### src/rtl/oprt_pkg.sv
package oprt_pkg;
  localparam int DATA_W = 16;
  localparam int SEL_W  = 3;
  localparam int TSEL_W = 2;
  localparam int NREG   = (1 << SEL_W) - 1;

  typedef struct packed {
    logic z;
    logic s;
    logic c;
    logic o;
  } flags_t;
endpackage

### src/rtl/oprt_regbank.sv
module oprt_regbank #(
  parameter int DW    = 16,
  parameter int SEL_W = 3,
  localparam int NREG = (1 << SEL_W) - 1
) (
  input  logic                    clk_i,
  input  logic                    rst_ni,
  input  logic [SEL_W-1:0]        psel_i,
  input  logic [SEL_W-1:0]        ssel_i,
  input  logic [DW-1:0]           pres_i,
  input  logic                    pwe_i,
  input  logic [DW-1:0]           sres_i,
  input  logic                    swe_i,
  output logic [NREG:1][DW-1:0]   regs_o
);
  // code 0 has no storage: writes to it fall through
  for (genvar k = 1; k <= NREG; k++) begin : g_reg
    logic p_hit, s_hit;
    logic [DW-1:0] q;
    assign p_hit = pwe_i && (psel_i == SEL_W'(k));
    assign s_hit = swe_i && (ssel_i == SEL_W'(k));

    always_ff @(posedge clk_i or negedge rst_ni) begin
      if (!rst_ni)    q <= '0;
      else if (p_hit) q <= pres_i;  // primary has precedence
      else if (s_hit) q <= sres_i;
    end
    assign regs_o[k] = q;

    assert_hold_R6: assert property (@(posedge clk_i) disable iff (!rst_ni)
      !(pwe_i && psel_i == SEL_W'(k)) && !(swe_i && ssel_i == SEL_W'(k)) |=> $stable(regs_o[k]));
    assert_pri_R7: assert property (@(posedge clk_i) disable iff (!rst_ni)
      (pwe_i && swe_i && psel_i == SEL_W'(k) && ssel_i == SEL_W'(k)) |=> regs_o[k] == $past(pres_i));
    assert_sec_R8: assert property (@(posedge clk_i) disable iff (!rst_ni)
      (swe_i && ssel_i == SEL_W'(k) && !(pwe_i && psel_i == SEL_W'(k))) |=> regs_o[k] == $past(sres_i));
  end
endmodule

### src/rtl/oprt_line_mux.sv
module oprt_line_mux #(
  parameter int DW = 16,
  parameter int W  = 3,
  localparam int NSRC = (1 << W) - 1
) (
  input  logic [W-1:0]            sel_i,
  input  logic                    imm_vld_i,
  input  logic [DW-1:0]           imm_i,
  input  logic [NSRC:1][DW-1:0]   regs_i,
  output logic [DW-1:0]           data_o
);
  always_comb begin
    data_o = imm_vld_i ? imm_i : '0;
    for (int i = 1; i <= NSRC; i++)
      if (sel_i == W'(i)) data_o = regs_i[i];
  end
endmodule

### src/rtl/oprt_flag_unit.sv
module oprt_flag_unit
  import oprt_pkg::*;
#(
  parameter int DW = 16
) (
  input  logic          clk_i,
  input  logic          rst_ni,
  input  logic          upd_i,
  input  logic [DW-1:0] res_i,
  input  logic          carry_i,
  input  logic          ovf_i,
  output flags_t        flags_o
);
  flags_t flags_q;

  always_ff @(posedge clk_i or negedge rst_ni) begin
    if (!rst_ni) flags_q <= '0;
    else if (upd_i) begin
      flags_q.z <= ~|res_i;
      flags_q.s <= res_i[DW-1];
      flags_q.c <= carry_i;
      flags_q.o <= ovf_i;
    end
  end
  assign flags_o = flags_q;

  assert_flag_hold_R9: assert property (@(posedge clk_i) disable iff (!rst_ni)
    !upd_i |=> $stable(flags_o));
  assert_zero_R10: assert property (@(posedge clk_i) disable iff (!rst_ni)
    upd_i |=> flags_o.z == ($past(res_i) == '0));
  assert_sign_R10: assert property (@(posedge clk_i) disable iff (!rst_ni)
    upd_i |=> flags_o.s == $past(res_i[DW-1]));
  assert_cout_R10: assert property (@(posedge clk_i) disable iff (!rst_ni)
    upd_i |=> flags_o.c == $past(carry_i) && flags_o.o == $past(ovf_i));
endmodule

### src/rtl/oper_line_router.sv
module oper_line_router
  import oprt_pkg::*;
(
  input  logic              clk_i,
  input  logic              rst_ni,
  input  logic [SEL_W-1:0]  psel_i,
  input  logic [SEL_W-1:0]  ssel_i,
  input  logic [TSEL_W-1:0] tsel_i,
  input  logic              imm_vld_i,
  input  logic [DATA_W-1:0] imm_i,
  input  logic [DATA_W-1:0] pres_i,
  input  logic              pwe_i,
  input  logic [DATA_W-1:0] sres_i,
  input  logic              swe_i,
  input  logic              flag_upd_i,
  input  logic              alu_carry_i,
  input  logic              alu_ovf_i,
  output logic [DATA_W-1:0] pdata_o,
  output logic [DATA_W-1:0] sdata_o,
  output logic [DATA_W-1:0] tdata_o,
  output logic              zero_o,
  output logic              neg_o,
  output logic              carry_o,
  output logic              ovf_o
);
  localparam int TSRC = (1 << TSEL_W) - 1;

  logic [NREG:1][DATA_W-1:0] regs;
  flags_t flags;

  oprt_regbank #(.DW(DATA_W), .SEL_W(SEL_W)) u_bank (
    .clk_i, .rst_ni, .psel_i, .ssel_i, .pres_i, .pwe_i, .sres_i, .swe_i,
    .regs_o(regs)
  );

  oprt_line_mux #(.DW(DATA_W), .W(SEL_W)) u_pmux (
    .sel_i(psel_i), .imm_vld_i, .imm_i, .regs_i(regs), .data_o(pdata_o));
  oprt_line_mux #(.DW(DATA_W), .W(SEL_W)) u_smux (
    .sel_i(ssel_i), .imm_vld_i, .imm_i, .regs_i(regs), .data_o(sdata_o));
  oprt_line_mux #(.DW(DATA_W), .W(TSEL_W)) u_tmux (
    .sel_i(tsel_i), .imm_vld_i, .imm_i, .regs_i(regs[TSRC:1]), .data_o(tdata_o));

  oprt_flag_unit #(.DW(DATA_W)) u_flags (
    .clk_i, .rst_ni, .upd_i(flag_upd_i), .res_i(pres_i),
    .carry_i(alu_carry_i), .ovf_i(alu_ovf_i), .flags_o(flags));

  assign zero_o  = flags.z;
  assign neg_o   = flags.s;
  assign carry_o = flags.c;
  assign ovf_o   = flags.o;

  assert_imm_gate_R3: assert property (@(posedge clk_i) disable iff (!rst_ni)
    (psel_i == '0) |-> pdata_o == (imm_vld_i ? imm_i : '0));
  assert_imm_tert_R4: assert property (@(posedge clk_i) disable iff (!rst_ni)
    (tsel_i == '0) |-> tdata_o == (imm_vld_i ? imm_i : '0));
  assert_read_old_R5: assert property (@(posedge clk_i) disable iff (!rst_ni)
    (pwe_i && psel_i != '0) |=> $past(pdata_o) != pres_i || pdata_o == $past(pres_i));
endmodule

### config.mk
export PLATFORM = sky130hd
export DESIGN_NAME = oper_line_router
export DESIGN_NICKNAME = d
export VERILOG_FILES = /design/src/rtl/oprt_pkg.sv /design/src/rtl/oprt_regbank.sv /design/src/rtl/oprt_line_mux.sv /design/src/rtl/oprt_flag_unit.sv /design/src/rtl/oper_line_router.sv
export SDC_FILE = /design/constraint.sdc
export NUM_CORES = 1
export LEC_CHECK = 0
export BUFFER_PORTS_ARGS = -buffer_cell sky130_fd_sc_hd__buf_2
export CAP_MARGIN = 5
export CORE_MARGIN = 1
export CORE_UTILIZATION = 30
export DETAILED_ROUTE_END_ITERATION = 8
export PLACE_DENSITY = 0.59
export SYNTH_ARGS = -nofsm -noshare
export SYNTH_HDL_FRONTEND = slang
export SYNTH_SLANG_ARGS = --single-unit
export TNS_END_PERCENT = 50
### constraint.sdc
create_clock -name clk_i -period 1.2 [get_ports clk_i]
set_clock_uncertainty 0.05 [all_clocks]
set_input_delay 0.06 -clock clk_i [delete_from_list [all_inputs] [get_ports clk_i]]
set_output_delay 0.06 -clock clk_i [all_outputs]
set_load 0.02 [all_outputs]
==> flow_metrics.tcl <==
set metrics [dict create \
    fill_cells 2623 \
    max_freq_mhz 534 \
    postSynthNetCount 938 \
    netlist.top_cell.by_area "dfrtp_1" \
    grt_first_pass_wirelength_mm 50.5 \
    gp_congestion 0.913 \
    seqCellArea_sq_um 2900 \
    drt_iter0_drc 689 \
    grt_util_all_layers_pct 23.6 \
    nets 1251 \
    peakVddDrop_uv 965 \
    cts_tree "done" \
    worst_slew_pin_slew_ps 581 \
    seq_area_frac_synth_pct 34.3 \
    initial_core_util_pct 30.5 \
    synthArstFlopShare_pct 100 \
    core.rowCount 61 \
    fin_ws_ps -671 \
    overflow 0 \
    n_antenna_cell 0 \
    synthCells 874 \
    p_seq_share_pct 30.5 \
    cp_max_fo 4 \
    violations "negative setup slack" \
    yosysUniqueCellTypes 65 \
    clock_power_share_pct 31.0 \
    endpoint_kind "output port" \
    die_y_um 170 \
    slew_violations 0 \
    relSlewSlack_pct 61.3 \
    p_sw_share_pct 31.8 \
    hold_class "input port to flip-flop" \
    hpwl_mm 23.9 \
    detailedPlace.worstSlack_ps -427 \
    fin_cells 1578 \
    synth.most_common_cell "mux2i_1" \
    port_buffers 115 \
    max_cap_viol_count 0 \
    syn_area_sq_um 8470 \
    hold_viol 0 \
    grt_setup_unrepaired "yes" \
    multiInputGateArea_sq_um 5380 \
    core_area_sq_um 27800 \
    r2r_start "u_bank.g_reg[1].q[10]" \
    ys_seq_elements 116 \
    path_clk_slew_ps 60 \
    syn_avg_cell_area_sq_um 9.69 \
    critPathArrivalTime_ps 1760 \
    critPathLaunchType "flip-flop" \
    cts_buffers 17 \
    antenna_found_initial 0 \
    grt_pass1_vias 8421 \
    routed_wl_mm 33.2 \
    path_class "flip-flop to output port" \
    synth_top_area_share_pct 34.3 \
    synth_edf_count 0 \
    clock_latency_ps 430 \
    period_needed_ps 1870 \
    remaining_drc_errors 0 \
    wl_per_cell_um 21.0 \
    startpoint "u_bank.g_reg[1].q[13]" \
    status "finished, violations left" \
    min_from "pres_i[14]" \
    static-leakage-power_uw 0.00582 \
    root_buffer "clkbuf_16" \
    via_per_inst 5.34 \
    synthFlopType "dfrtp_1" \
    power.density_nw_per_um2 1400 \
    p_comb_share_pct 38.6 \
    finish.utilization_pct 45.8 \
    power.switching_uw 5660 \
    ios 116 \
    die_w_um 170 \
    synth_warnings 0 \
    placed_cells 1500 \
    first_pass_iters 5 \
    cts-htree-levels 4 \
    fin_crit_sh_pct 156 \
    power.internal_uw 12100 \
    die_area_sq_um 28900 \
    antenna_left 0 \
    setup_viol 48 \
    clkSinkCount 116 \
    vias 8421 \
    post_route_cells_drive_above_1_share_pct 42.3 \
    crit_required_ps 1090 \
    synth.area.top_cells "dfrtp_1 34%, mux2i_1 15%, mux4_2 11%, a21oi_1 5.3%, nor2_1 3.7%" \
    area_delta_synth_final_pct 50.3 \
    grt_max_degree 50 \
    clockBufferDepth 2 \
    yosys-top-cells-count "126 x mux2i_1, 116 x dfrtp_1, 90 x a21oi_1" \
]
-- layout make-up --
| cell class | count | share of cell area (%) |
|---|---|---|
| Inverter | 6 | 0.236 |
| Multi-Input combinational cell | 665 | 42.2 |
| Clock inverter | 10 | 1.20 |
| Tap cell | 378 | 3.72 |
| Sequential cell | 116 | 22.8 |
| Timing Repair Buffer | 381 | 26.1 |
| Clock buffer | 22 | 3.73 |
-- layer usage --
metal / vias up / track usage, % / part of all wire (%)
met4: 0 / 10.2 / 3.6
met5: - / 0 / 0
met3: 70 / 4.09 / 6.3
li1: 3858 / - / -
met1: 4158 / 31.4 / 43
met2: 335 / 37.6 / 47
-- metrics by stage --
step	hold WS, ps	TNS (ps)	cell area (sq um)	total power (uW)
2_1_floorplan	-286	-873	8610	8640
3_3_place_gp	-122	-46790	11200	11300
3_5_place_dp	-121	-48670	11200	11400
4_1_cts	45.7	-26960	12500	17400
5_1_grt	79.0	-28860	12700	18600
6_report	62.7	-26470	12700	17800
-- power by group through the flow --
| stage | registers (uW) | clock network (uW) | logic, uW |
|---|---|---|---|
| 2_1_floorplan | 5370 | 0 | 3270 |
| 3_3_place_gp | 5380 | 0 | 5940 |
| 3_5_place_dp | 5400 | 0 | 6020 |
| 4_1_cts | 5370 | 5550 | 6520 |
| 5_1_grt | 5490 | 5720 | 7360 |
| 6_report | 5410 | 5510 | 6850 |
-- flip-flops by register name, indices dropped and copies added, names as in the netlist --
| name | count |
|---|---|
| u_bank.g.q | 112 |
| u_flags.flags_o | 4 |
-- cell families after synthesis --
logic type | Yosys count | synth area share [%]
compound gates | 233 | 16.6
simple gates | 241 | 13.9
flops | 116 | 34.3
buf+inv | 93 | 6.14
mux | 191 | 29.1
-- repair_timing --
action                     in CTS  in global routing
resized for setup              73                 59
setup endpoints to repair      48                 68
hold endpoints to repair      224                  0
hold buffers                   36                  0
pin swaps                      21                 20
setup buffers                   5                  6
-- cells in the final DEF, fill, tap and decap left out, drive strengths merged, types with 7 or more instances in the layout --
master,count
clkbuf,25
buf,342
mux2i,126
a22oi,10
nor2b,8
mux4,42
and2,16
o21ai,66
a21oi,90
dlygate4sd3,36
nand3,8
dfrtp,116
nand2b,14
mux2,23
nor2,87
o2bb2ai,7
nand2,80
-- worst max-delay path, stage by stage, from the launching register on --
cell and delay, ps:
dfrtp_1 420, mux4_2 490, mux2_4 290, buf_6 140
-- final timing paths --
path / to / slack [ps] / cells past startpoint
setup reg to reg: u_bank.g_reg[1].q[10] / 170 / 4
min in group asynchronous: u_bank.g_reg[1].q[9] / 170 / 3
max in group asynchronous: u_bank.g_reg[6].q[8] / 70 / 3
setup / recovery: sdata_o[13] / -670 / 3
hold / removal: u_flags.flags_o[3] / 60 / 5
hold reg to reg: u_flags.flags_o[1] / 480 / 1
(Power assumes the default switching activity.)
